[src/rtl/dbg_abt_pkg.sv]
package dbg_abt_pkg;
    localparam int VER_W = 2;

    typedef enum logic [VER_W-1:0] {
        VER_LEGACY  = 2'b00,
        VER_INTER   = 2'b01,
        VER_CURRENT = 2'b10,
        VER_RSVD    = 2'b11
    } dbg_ver_e;

    typedef enum logic [1:0] {
        ST_NORM,
        ST_DEFER,
        ST_LWAIT,
        ST_FIRE
    } abt_state_e;

    typedef enum logic [1:0] {
        RT_NONE,
        RT_TAKE,
        RT_DEFER,
        RT_LWAIT
    } abt_route_e;
endpackage

[src/rtl/abt_classify.sv]
module abt_classify
    import dbg_abt_pkg::*;
(
    input  logic             abort_req,
    input  logic             abort_ext,
    input  logic             in_debug,
    input  logic             discard_en,
    input  logic             abort_mask,
    input  logic [VER_W-1:0] ver_sel,
    output abt_route_e       route,
    output logic             set_sticky,
    output logic             set_pend
);
    logic is_legacy;
    logic is_inter;

    assign is_legacy = (ver_sel == VER_LEGACY);
    assign is_inter  = (ver_sel == VER_INTER);

    always_comb begin
        route      = RT_NONE;
        set_sticky = 1'b0;
        set_pend   = 1'b0;
        if (abort_req) begin
            if (!in_debug) begin
                route = abort_mask ? RT_NONE : RT_TAKE;
            end else if (is_legacy) begin
                route = abort_mask ? RT_LWAIT : RT_TAKE;
            end else if (discard_en) begin
                set_sticky = 1'b1;
            end else begin
                route      = RT_DEFER;
                set_sticky = is_inter;
                set_pend   = abort_ext;
            end
        end
    end
endmodule

[src/rtl/abt_seq_fsm.sv]
module abt_seq_fsm
    import dbg_abt_pkg::*;
(
    input  logic       clk,
    input  logic       rst_n,
    input  abt_route_e route,
    input  logic       debug_exit,
    input  logic       abort_mask,
    output abt_state_e state_o,
    output logic       fire_o
);
    abt_state_e state_q;
    abt_state_e state_d;

    always_ff @(posedge clk or negedge rst_n) begin
        if (!rst_n) state_q <= ST_NORM;
        else        state_q <= state_d;
    end

    always_comb begin
        state_d = state_q;
        unique case (state_q)
            ST_NORM, ST_FIRE: begin
                unique case (route)
                    RT_TAKE:  state_d = ST_FIRE;
                    RT_DEFER: state_d = ST_DEFER;
                    RT_LWAIT: state_d = ST_LWAIT;
                    default:  state_d = ST_NORM;
                endcase
            end
            ST_DEFER: state_d = debug_exit ? ST_FIRE : ST_DEFER;
            ST_LWAIT: state_d = abort_mask ? ST_LWAIT : ST_FIRE;
            default:  state_d = ST_NORM;
        endcase
    end

    always_comb begin
        fire_o  = (state_q == ST_FIRE);
        state_o = state_q;
    end
endmodule

[src/rtl/abt_status.sv]
module abt_status (
    input  logic clk,
    input  logic rst_n,
    input  logic set_sticky,
    input  logic sticky_clr,
    input  logic set_pend,
    input  logic fire,
    output logic sticky_q,
    output logic pend_q
);
    always_ff @(posedge clk or negedge rst_n) begin
        if (!rst_n) begin
            sticky_q <= 1'b0;
            pend_q   <= 1'b0;
        end else begin
            if (set_sticky)      sticky_q <= 1'b1;
            else if (sticky_clr) sticky_q <= 1'b0;
            if (set_pend)        pend_q   <= 1'b1;
            else if (fire)       pend_q   <= 1'b0;
        end
    end
endmodule

[src/rtl/dbg_async_abort_ctrl.sv]
module dbg_async_abort_ctrl
    import dbg_abt_pkg::*;
(
    input  logic             clk,
    input  logic             rst_n,
    input  logic             abort_req,
    input  logic             abort_ext,
    input  logic             in_debug,
    input  logic             debug_exit,
    input  logic             discard_en,
    input  logic             abort_mask,
    input  logic [VER_W-1:0] ver_sel,
    input  logic             sticky_clr,
    output logic             sticky_abort,
    output logic             abort_pending,
    output logic             abort_take
);
    abt_route_e route;
    abt_state_e fsm_state;
    logic       set_sticky;
    logic       set_pend;
    logic       fire;

    abt_classify u_cls (
        .abort_req  (abort_req),
        .abort_ext  (abort_ext),
        .in_debug   (in_debug),
        .discard_en (discard_en),
        .abort_mask (abort_mask),
        .ver_sel    (ver_sel),
        .route      (route),
        .set_sticky (set_sticky),
        .set_pend   (set_pend)
    );

    abt_seq_fsm u_fsm (
        .clk        (clk),
        .rst_n      (rst_n),
        .route      (route),
        .debug_exit (debug_exit),
        .abort_mask (abort_mask),
        .state_o    (fsm_state),
        .fire_o     (fire)
    );

    abt_status u_stat (
        .clk        (clk),
        .rst_n      (rst_n),
        .set_sticky (set_sticky),
        .sticky_clr (sticky_clr),
        .set_pend   (set_pend),
        .fire       (fire),
        .sticky_q   (sticky_abort),
        .pend_q     (abort_pending)
    );

    assign abort_take = fire;
endmodule

[config.mk]
export PLATFORM = sky130hd
export DESIGN_NAME = dbg_async_abort_ctrl
export DESIGN_NICKNAME = d
export VERILOG_FILES = /design/src/rtl/dbg_abt_pkg.sv /design/src/rtl/abt_classify.sv /design/src/rtl/abt_seq_fsm.sv /design/src/rtl/abt_status.sv /design/src/rtl/dbg_async_abort_ctrl.sv
export SDC_FILE = /design/constraint.sdc
export NUM_CORES = 1
export LEC_CHECK = 0
export BUFFER_PORTS_ARGS = -buffer_cell sky130_fd_sc_hd__buf_2
export CORE_AREA = 2 2 39 41
export CTS_BUF_LIST = sky130_fd_sc_hd__clkbuf_8 sky130_fd_sc_hd__clkbuf_16
export DETAILED_ROUTE_END_ITERATION = 10
export DIE_AREA = 0 0 41 43
export PLACE_DENSITY = 0.44
export SKIP_LAST_GASP = 1
export SLEW_MARGIN = 20
export SYNTH_ARGS = -nofsm -noshare
export SYNTH_HDL_FRONTEND = slang
export SYNTH_HIERARCHICAL = 1
export SYNTH_SLANG_ARGS = --single-unit
[constraint.sdc]
create_clock -name clk -period 2.9 [get_ports clk]
set_clock_uncertainty 0.2 [all_clocks]
set_input_delay 0.58 -clock clk [delete_from_list [all_inputs] [get_ports clk]]
set_output_delay 0.58 -clock clk [all_outputs]
set_load 0.01 [all_outputs]
* Word level (Yosys, flattened, before mapping) *
Index checks and enable logic that the tools add are counted.

storage, ports and cells
  logic and storage cells = 37
  flip-flop bits (word level) = 4
  input port bits = 11

operators by class
  equality and inequality tests = 7
  multiplexer cells = 22
  reduce and logical (&&, ||, !) cells = 5

operators by type and width
  operator            number
  $mux 1              14
  $mux 2              6
  $pmux 2 s3          2
  $eq 2x2->1 const B  4
  $eq 2x1->1 const B  3
  $logic_not 2->1     2
  $reduce_bool 2->1   2
  $reduce_or 2->1     1

* Logic depth before layout (Yosys ltp) *
Gate-level depths: netlist (run 1).

  depth after elaboration = 7
  gate-level depth with buffers = 6
  mapped depth without buffers = 6

* Cells and area by module *
Netlist (run 1), hierarchy kept.

modules (own cells, without submodules)
  module        instances  cells each  sequential area each (sq um)  area an instance (sq um)
  abt_seq_fsm   1          18          50.0                          181.4
  abt_classify  1          11          0.0                           73.8
  abt_status    1          6           50.0                          72.6

* Least setup slack after synthesis (run 1) *
Ideal clock, no wire load.

  path kind = input to register
  start point = in ver_sel[0]
  end point = reg u_fsm.state_q[0], in the netlist u_fsm/state_o[0]
  buffers on the path = 0
  cell stages on the path = 6
  path slack = 1.068 ns
  data arrival time = 1.508 ns
  path through = o21a_1 -> nor3_1 -> inv_1 -> ha_1 -> nand2b_1 -> o31a_1

between the ends
  word-level cells in the longest chain between the ends = 7
  elaborated cells between the ends (all ways) = 9
  classes of those cells = eq/ne: 3; mux: 5; reduce/logical: 1

RTL lines
  item                                             RTL line                    source
  start, declared                                  dbg_async_abort_ctrl.sv:12  input logic [VER_W-1:0] ver_sel,
  $logic_not 2->1 (*)                              abt_classify.sv:17          assign is_legacy = (ver_sel == VER_LEGACY);
  $mux 2 (*)                                       abt_classify.sv:27          end else if (is_legacy) begin
  $mux 2 (*)                                       abt_classify.sv:25          if (!in_debug) begin
  $mux 2 (*)                                       abt_classify.sv:24          if (abort_req) begin
  net route[1]                                     dbg_async_abort_ctrl.sv:18  abt_route_e route;
  $eq 2x2->1 / $eq 2x1->1 (equally long branches)  abt_seq_fsm.sv:24           unique case (route)
  $pmux 2 s3 (*)                                   abt_seq_fsm.sv:24
  $pmux 2 s3 (*)                                   abt_seq_fsm.sv:22           unique case (state_q)
  net u_fsm.state_d[0]                             abt_seq_fsm.sv:13           abt_state_e state_d;
  end signal, assigned                             abt_seq_fsm.sv:17           else state_q <= state_d;
  end, declared                                    abt_seq_fsm.sv:12           abt_state_e state_q;

The timed path passes the listed nets; every way through them passes the cells marked *.
A chain may end at the register's enable or synchronous reset.

* Worst setup path after layout (run 1) *
Ends and elaborated chain as after synthesis.

==> reports/qor.tcl, run 1 <==
set qor(fin_tns_setup_ns) 0
set qor(timing.max_cap.violations) 0
set qor(ys_seq_elements) 4
set qor(gp_routability_congestion) 0.625
set qor(syn_nets) 52
set qor(finalMaxSlewViolations) 0
set qor(final_critical_path_setup_slack_ns) 1.08
set qor(grt-ovfl-total) 0
set qor(final.period_utilization_pct) 62.9
set qor(worst_r2r_path_depth) 4
set qor(hold_class) {flip-flop to flip-flop}
set qor(max_clock_freq_mhz) 548
set qor(critical_path.top_delay_family) {simple AND/OR/NAND/NOR gates}
set qor(worstPathBufferInverterCount) 2
set qor(cts.sinks) 4
set qor(first_global_vias) 234
set qor(grt_util_all_layers_pct) 7.68
set qor(hold_worst_path_end) {u_stat/pend_q$_DFFE_PN0P_}
set qor(placed_cells) 64
set qor(crit_cells) 7
set qor(outcome) {complete, no violations}
set qor(synth_area_sq_um) 328
set qor(finish.instance_area_sq_um) 464
set qor(cts_root_buf) {sky130_fd_sc_hd__clkbuf_8}
set qor(route.layer.met1.wl_microns) 279
set qor(pwr_density_cell_nw_per_um2) 739
set qor(routed-wl-met2_microns) 264
set qor(timing.setup.critical_path_class) {primary input to flip-flop}
set qor(tightest_slew_ns) 0.240
set qor(cts_buffer_depth) 2
set qor(firstDrtPassIters) 2
set qor(drt.antenna.violating_nets) 0
set qor(placementRows) 14
set qor(routed_wirelength_microns) 595
set qor(reg2reg_to) {u_fsm/state_o[1]$_DFF_PN0_}
set qor(timing.hold.worst.start) {u_stat/pend_q$_DFFE_PN0P_}
set qor(worstHoldPathCells) 1
set qor(relSlewSlack_pct) 84.0
set qor(initial_utilization_pct) 23.7
set qor(power.ir.vdd_worst_uv) 390
set qor(nets) 71
set qor(routed-via-count) 286
set qor(number_of_drc_violations_after_detailed_routing_iteration_0) 2
set qor(ys_warn_count) 6
set qor(detailroute.wirelength.met3_microns) 51
set qor(antenna_cells) 0
set qor(clk_transition_reported_paths_ns) 0.03
set qor(cp_data_arrival_time_ns) 1.72
set qor(p_leak_nw) 0.259
set qor(cts-htree-levels) 1
set qor(die_width_microns) 41
set qor(grt_pass1_wl_microns) 883
set qor(grt_max_degree) 6
set qor(cpMaxStageDelayCell) {sky130_fd_sc_hd__ha_1}
set qor(dp_slack_ns) 0.839
set qor(post-cts-setup-buffers) 0
set qor(setup_violations) 0
set qor(regToRegSetupSlack_ns) 1.53
set qor(avgRoutedWirePerCell_microns) 8.75
set qor(finalHoldViolCount) 0
set qor(synthesis.instances) 35
set qor(cp_max_fo) 5
set qor(boundaryPins) 14
set qor(placement.cell_area_sq_um) 413
set qor(final_period_minus_worst_setup_slack_ns) 1.82
set qor(crit_path_start_kind) {primary input}
set qor(placement.io_buffers) 13
set qor(core_sq_um) 1380
set qor(postSynthAreaPerCell_sq_um) 9.37
set qor(post_drt_via_cell_ratio) 4.21
set qor(hpwlAfterDp_microns) 514
set qor(max_stage_delay_ns) 0.27
set qor(grt_setup_unrepaired) {no}
set qor(path_cells) {buf_2 -> o21a_1 -> nor3_1 -> inv_1 -> ha_1 -> nand2b_1 -> o31a_1}
set qor(dr.max_layer_used) {met3}
set qor(layout.filler_cells) 156
set qor(antenna_found_initial) 0
set qor(worstReg2RegStart) {u_fsm/state_o[0]$_DFF_PN0_}
set qor(number_of_distinct_library_cell_variants_in_the_gate_level_netlist_after_synthesis) 19
set qor(clkLatencyLatePin_ns) 0.21
set qor(setup_crit_end_kind) {flip-flop}
set qor(die-area_sq_um) 1760
set qor(post_route_cells_drive_above_1_share_pct) 34.6
set qor(yosysSeqAreaShare_pct) 30.5
set qor(cts-buffers-inserted) 3
set qor(tritoncts) {built}
set qor(area.growth.synth_to_final_pct) 41.6
set qor(layoutNonFillerInstCount) 68
set qor(vertical_die_dimension_microns) 43
set qor(worst_ep_required_time_ns) 2.79
set qor(drc) 0
set qor(hold_ws_ns) 0.270
## final cells by class
cell class / instances / area (sq um) / area share (%)
Inverter: 6 / 22.5 / 4.85
Multi-Input combinational cell: 25 / 205 / 44.2
Tap cell: 16 / 20.0 / 4.31
Sequential cell: 4 / 100 / 21.6
Clock buffer: 3 / 41.3 / 8.89
Timing Repair Buffer: 14 / 75.1 / 16.2
## cell usage in the layout, fill, tap and decap left out, drive strengths merged, types with 2 or more instances in the layout
cell type	count
ha	6
clkbuf	3
a21o	2
buf	13
nor3	2
dfrtp	4
nand2b	2
inv	6
nor2	2
## stage by stage
stage | util (%) | total power, mW
2_1_floorplan | - | 0.190
3_3_place_gp | 29.8 | 0.235
3_5_place_dp | 29.8 | 0.233
4_1_cts | 33.5 | 0.350
5_1_grt | 33.5 | 0.371
6_report | 33.5 | 0.343
## what timing repair did
action / 4_1_cts / 5_1_grt
hold buffers: 1 / 0
hold endpoints to repair: 4 / 0
gates resized for setup: 0 / 0
## flip-flops by register name, indices dropped and copies added (netlist names)
signal,flops
u_fsm/state_o,2
u_stat/pend_q,1
u_stat/sticky_q,1
## worst reg2reg max path, delay by kind of cell, from the launching register on
| family | cells | cell delay (ns) |
|---|---|---|
| compound gates | 2 | 0.29 |
| fa+ha+maj | 1 | 0.33 |
| buf+inv | 1 | 0.06 |
| flops | 1 | 0.37 |
## power breakdown
group	switching, mW	internal, mW
clock	0.0243	0.0881
combinational	0.0670	0.0683
sequential	0.0152	0.0802
total	0.106	0.237
## worst max path at each step
stage	startpoint	end	slack, ns
floorplan	ver_sel[0]	u_fsm/state_o[0]$_DFF_PN0_	1.07
global placement	ver_sel[0]	u_fsm/state_o[0]$_DFF_PN0_	0.83
detailed placement	ver_sel[0]	u_fsm/state_o[0]$_DFF_PN0_	0.84
CTS	ver_sel[0]	u_fsm/state_o[0]$_DFF_PN0_	1.06
global route	ver_sel[0]	u_fsm/state_o[0]$_DFF_PN0_	1.00
finish	ver_sel[0]	u_fsm/state_o[0]$_DFF_PN0_	1.08
## cell families after synthesis
logic type	synth area share [%]
adders and majority gates	22.9
buffers and inverters	6.87
AOI/OAI and AO/OA	17.2
and+or+nand+nor	19.5
DFF	30.5
muxes	3.05
## synth_stat cells, drive strengths merged
cell type  instances  share of area, %
mux2i              1               3.1
dfrtp              4                31
o21a               1               2.3
nand2              1               1.1
nand2b             2               3.8
nor3               2               3.1
o31a               1               2.7
nor4b              1               4.6
a21o               2               4.6
nor2               2               3.1
a21oi              1               1.5
ha                 6                23
o21bai             1               2.3
and3               1               1.9
a211oi             1               2.3
o21ai              1               1.5
inv                6               6.9
nor2b              1               1.9
## per-layer routing
layer / up-vias / global-route usage, %
li1: 153 / -
met1: 124 / 9.18
met2: 9 / 11.3
met3: 0 / 1.57
met4: 0 / 6.00
met5: - / 0
Note: power is estimated with default switching activity, not from simulation.
==> inputs of run 2 (changes only) <==
clock period = 1.8 ns   (was 2.9 ns; I/O delays follow)
==> run 2 against run 1 <==
Total power rose by 65%. Critical path depth stayed put. Sequential share of layout area is 1.0 points lower. Cell count up 4.4%.
==> reports/qor.tcl, run 2 (synthesis results as in run 1) <==
set qor(cts-buffers-inserted) 3
set qor(grt_max_degree) 5
set qor(finish.instance_area_sq_um) 487
set qor(hold_class) {primary input to flip-flop}
set qor(final_period_minus_worst_setup_slack_ns) 1.58
set qor(routed-via-count) 309
set qor(placement.cell_area_sq_um) 435
set qor(nets) 74
set qor(final.period_utilization_pct) 87.8
set qor(cts_buffer_depth) 2
set qor(placementRows) 14
set qor(setup_crit_end_kind) {flip-flop}
set qor(layout_commonest_cell) {sky130_fd_sc_hd__buf_2}
set qor(hpwlAfterDp_microns) 577
set qor(finalMaxSlewViolations) 0
set qor(firstDrtPassIters) 3
set qor(vertical_die_dimension_microns) 43
set qor(gp_routability_congestion) 0.633
set qor(drc) 0
set qor(placement.io_buffers) 13
set qor(grt_pass1_wl_mm) 1.17
set qor(tritoncts) {built}
set qor(regToRegSetupSlack_ns) 0.43
set qor(die-area_sq_um) 1760
set qor(timing.max_cap.violations) 0
set qor(antenna_cells) 0
set qor(routed_wirelength_microns) 703
set qor(layoutNonFillerInstCount) 71
set qor(antenna_found_initial) 0
set qor(number_of_drc_violations_after_detailed_routing_iteration_0) 4
set qor(dp_slack_ns) -0.0161
set qor(grt_util_all_layers_pct) 9.89
set qor(area.growth.synth_to_final_pct) 48.5
set qor(worst_ep_required_time_ns) 1.69
set qor(first_global_vias) 309
set qor(placed_cells) 67
set qor(setup_violations) 0
set qor(core_sq_um) 1380
set qor(cp_data_arrival_time_ns) 1.47
set qor(clkLatencyLatePin_ns) 0.21
set qor(die_width_microns) 41
set qor(power.ir.vdd_worst_uv) 462
set qor(cp_max_fo) 3
set qor(avgRoutedWirePerCell_microns) 9.90
set qor(post_route_cells_drive_above_1_share_pct) 38.2
set qor(tightest_slew_ns) 0.233
set qor(initial_utilization_pct) 23.7
set qor(boundaryPins) 14
set qor(cts-htree-levels) 1
set qor(hold_ws_ns) 0.215
set qor(cts.repair.resized) 0
set qor(cts.sinks) 4
set qor(p_leak_nw) 0.273
set qor(largest_reg_flops) 2
set qor(layout.filler_cells) 163
set qor(timing.setup.critical_path_class) {primary input to flip-flop}
set qor(relSlewSlack_pct) 84.3
set qor(grt_setup_unrepaired) {no}
set qor(finalHoldViolCount) 0
set qor(grt-ovfl-total) 0
set qor(outcome) {complete, no violations}
set qor(clk_transition_reported_paths_ns) 0.03
set qor(drt.antenna.violating_nets) 0
set qor(crit_path_start_kind) {primary input}
set qor(max_clock_freq_mhz) 633
set qor(final_cell_mix) {sky130_fd_sc_hd__buf_2, sky130_fd_sc_hd__inv_1, sky130_fd_sc_hd__ha_1, sky130_fd_sc_hd__dfrtp_1}
set qor(final_critical_path_setup_slack_ns) 0.220
set qor(pwr_density_cell_nw_per_um2) 1160
set qor(final_core_utilization_pct) 35.2
set qor(post_drt_via_cell_ratio) 4.35
set qor(cts_root_buf) {sky130_fd_sc_hd__clkbuf_8}
## run 2: cell types whose count changed in the layout (fill, tap and decap cells not counted), sizes merged
cell	before	now
buf	13	16
## run 2: layout make-up
class	count	area, sq um	area share [%]
Clock buffer	3	41.3	8.48
Tap cell	16	20.0	4.11
Multi-Input combinational cell	25	205	42.2
Sequential cell	4	100	20.6
Inverter	6	22.5	4.63
Timing Repair Buffer	17	97.6	20.1
## run 2: worst max-delay path, cell delays in order
cell and delay (ns):
sky130_fd_sc_hd__buf_2 0.11, sky130_fd_sc_hd__o21a_1 0.17, sky130_fd_sc_hd__nor3_1 0.23, sky130_fd_sc_hd__inv_1 0.10, sky130_fd_sc_hd__ha_1 0.27, sky130_fd_sc_hd__nand2b_1 0.14
sky130_fd_sc_hd__o31a_1 0.10
## run 2: layer usage
layer,global-route usage (%),vias up,wire length (microns)
met2,14.7,11,330
met3,4.71,0,53
met1,11.8,140,319
met5,0,-,0
li1,-,158,-
met4,4.00,0,0
## run 2: worst paths after layout
path / startpoint / depth (start not counted) / end
max reg2reg: u_fsm/state_o[0]$_DFF_PN0_ / 3 / u_fsm/state_o[0]$_DFF_PN0_
max in group asynchronous: rst_n / 2 / u_stat/pend_q$_DFFE_PN0P_
min reg2reg: u_stat/pend_q$_DFFE_PN0P_ / 1 / u_stat/pend_q$_DFFE_PN0P_
min in group asynchronous: rst_n / 2 / u_fsm/state_o[1]$_DFF_PN0_
max: ver_sel[0] / 7 / u_fsm/state_o[0]$_DFF_PN0_
min: sticky_clr / 3 / u_stat/sticky_q$_DFFE_PN0P_
## run 2: report_power, final
part / internal [mW] / switching, mW
logic: 0.114 / 0.109
clock network: 0.142 / 0.0436
registers: 0.129 / 0.0269
total: 0.385 / 0.180
## run 2: stage by stage
step                      power [mW]  TNS, ns
after floorplan                0.306        0
final                          0.565        0
after CTS                      0.578        0
after detailed placement       0.380  -0.0161
after global placement         0.377  -0.0108
after global routing           0.621        0
## run 2: repair_timing
action	4_1_cts	5_1_grt
endpoints found under the hold margin	4	0
setup buffers	0	0
hold buffers	1	0
==> inputs of run 3 (changes only) <==
RECOVER_POWER = 50   (was not set)
==> run 3 against run 2 <==
Register-to-register slack barely moved. Worst hold slack did not move. Die area did not move. Sequential share of layout area rose by 0.21 points. Total power fell by 0.21%. Sequential cell count did not move. Count of clock-buffer cells in the layout did not move. Critical path depth did not move. First-iteration DRC count did not move. Final area fell by 1.0%. Critical path type unchanged. Largest cell class unchanged.
==> reports/qor.tcl, run 3 (synthesis results as in run 1) <==
set qor(placement.io_buffers) 13
set qor(timing.setup.critical_path_class) {primary input to flip-flop}
set qor(grt_most_used_layer) {met2}
set qor(largest_reg_flops) 2
set qor(hold_class) {primary input to flip-flop}
set qor(die_width_microns) 41
set qor(die-area_sq_um) 1760
set qor(placed_cells) 67
set qor(tightest_slew_ns) 0.233
set qor(routed_wirelength_microns) 699
set qor(cp_data_arrival_time_ns) 1.47
set qor(hpwlAfterDp_microns) 577
set qor(layoutNonFillerInstCount) 71
set qor(grt_max_degree) 5
set qor(grt.met2_usage_pct) 14.7
set qor(core_sq_um) 1380
set qor(antenna_found_initial) 0
set qor(drt.antenna.violating_nets) 0
set qor(final_core_utilization_pct) 34.8
set qor(antenna_cells) 0
set qor(final_critical_path_setup_slack_ns) 0.221
set qor(pwr_density_cell_nw_per_um2) 1170
set qor(cts.sinks) 4
set qor(timing.max_cap.violations) 0
set qor(post_drt_via_cell_ratio) 4.35
set qor(area.growth.synth_to_final_pct) 46.9
set qor(layout.filler_cells) 166
set qor(initial_utilization_pct) 23.7
set qor(firstDrtPassIters) 4
set qor(clkLatencyLatePin_ns) 0.21
set qor(final_period_minus_worst_setup_slack_ns) 1.58
set qor(routed-via-count) 309
set qor(boundaryPins) 14
set qor(cts-htree-levels) 1
set qor(cts-buffers-inserted) 3
set qor(grt_pass1_wl_mm) 1.17
set qor(setup_crit_end_kind) {flip-flop}
set qor(finalHoldViolCount) 0
set qor(final_cell_mix) {sky130_fd_sc_hd__buf_2, sky130_fd_sc_hd__inv_1, sky130_fd_sc_hd__ha_1, sky130_fd_sc_hd__dfrtp_1, sky130_fd_sc_hd__clkbuf_8}
set qor(number_of_drc_violations_after_detailed_routing_iteration_0) 4
set qor(first_global_vias) 309
set qor(use_met1_pct) 11.8
set qor(setup_violations) 0
set qor(outcome) {complete, no violations}
set qor(avgRoutedWirePerCell_microns) 9.85
set qor(cts_root_buf) {sky130_fd_sc_hd__clkbuf_8}
set qor(finalMaxSlewViolations) 0
set qor(post_route_cells_drive_above_1_share_pct) 34.5
set qor(grt_util_all_layers_pct) 9.89
set qor(drc) 0
set qor(gp_routability_congestion) 0.633
set qor(placementRows) 14
set qor(nets) 74
set qor(globalRouteMet3Util_pct) 4.71
set qor(dp_slack_ns) -0.0161
set qor(clk_transition_reported_paths_ns) 0.03
set qor(cp_max_fo) 3
set qor(crit_path_start_kind) {primary input}
set qor(final.period_utilization_pct) 87.7
set qor(p_leak_nw) 0.266
set qor(cts_buffer_depth) 2
set qor(tritoncts) {built}
set qor(max_clock_freq_mhz) 633
set qor(power.ir.vdd_worst_uv) 457
set qor(relSlewSlack_pct) 84.3
set qor(layout_commonest_cell) {sky130_fd_sc_hd__buf_2}
set qor(grt-ovfl-total) 0
set qor(vertical_die_dimension_microns) 43
set qor(worst_ep_required_time_ns) 1.69
set qor(grt_setup_unrepaired) {no}
[run 3: cell count changes in the layout (fill, tap and decap cells not counted)]
| cell | previous run | this run |
|---|---|---|
| sky130_fd_sc_hd__buf_2 | 13 | 12 |
| sky130_fd_sc_hd__clkbuf_1 | 0 | 2 |
| sky130_fd_sc_hd__buf_4 | 3 | 2 |
[run 3: final timing paths]
check / startpoint / endpoint / slack [ns] / cells past startpoint
min: sticky_clr / u_stat/sticky_q$_DFFE_PN0P_ / 0.22 / 3
max reg2reg: u_fsm/state_o[0]$_DFF_PN0_ / u_fsm/state_o[0]$_DFF_PN0_ / 0.43 / 3
max: ver_sel[0] / u_fsm/state_o[0]$_DFF_PN0_ / 0.22 / 7
max in group asynchronous: rst_n / u_stat/pend_q$_DFFE_PN0P_ / 0.91 / 2
min reg2reg: u_stat/pend_q$_DFFE_PN0P_ / u_stat/pend_q$_DFFE_PN0P_ / 0.27 / 1
min in group asynchronous: rst_n / u_fsm/state_o[1]$_DFF_PN0_ / 0.30 / 2
[run 3: power breakdown]
part	switching, mW	internal, mW	total (mW)
logic	0.109	0.113	0.222
clock network	0.0436	0.142	0.186
registers	0.0270	0.129	0.156
total	0.180	0.384	0.564
[run 3: worst max-delay path, cell delays in order]
cell	delay (ns)
sky130_fd_sc_hd__buf_2	0.11
sky130_fd_sc_hd__o21a_1	0.17
sky130_fd_sc_hd__nor3_1	0.23
sky130_fd_sc_hd__inv_1	0.10
sky130_fd_sc_hd__ha_1	0.27
sky130_fd_sc_hd__nand2b_1	0.14
sky130_fd_sc_hd__o31a_1	0.10
[run 3: routing by layer]
| layer | vias up | wire length, microns |
|---|---|---|
| met3 | 0 | 53 |
| met5 | - | 0 |
| met2 | 11 | 329 |
| met4 | 0 | 0 |
| li1 | 158 | - |
| met1 | 140 | 317 |
[run 3: layout make-up]
cell class              instances  area, sq um  share of cell area [%]
multi-input cells              25          205                    42.6
flip-flops and latches          4          100                    20.8
repair buffers                 17         92.6                    19.2
clock buffers                   3         41.3                    8.57
inverters                       6         22.5                    4.68
well taps                      16         20.0                    4.16
[run 3: timing repair]
action,CTS,global route
setup buffers,0,0
hold buffers,1,0
resized for setup,0,0
endpoints found under the hold margin,4,0
[run 3: per-stage QoR]
step / TNS (ns) / hold WS, ns / total power [mW] / instance area [sq um]
2_1_floorplan: 0 / -0.136 / 0.306 / 328
3_3_place_gp: -0.0108 / -0.0294 / 0.377 / 435
3_5_place_dp: -0.0161 / -0.0306 / 0.380 / 435
4_1_cts: 0 / 0.218 / 0.578 / 487
5_1_grt: 0 / 0.238 / 0.620 / 482
6_report: 0 / 0.215 / 0.564 / 482
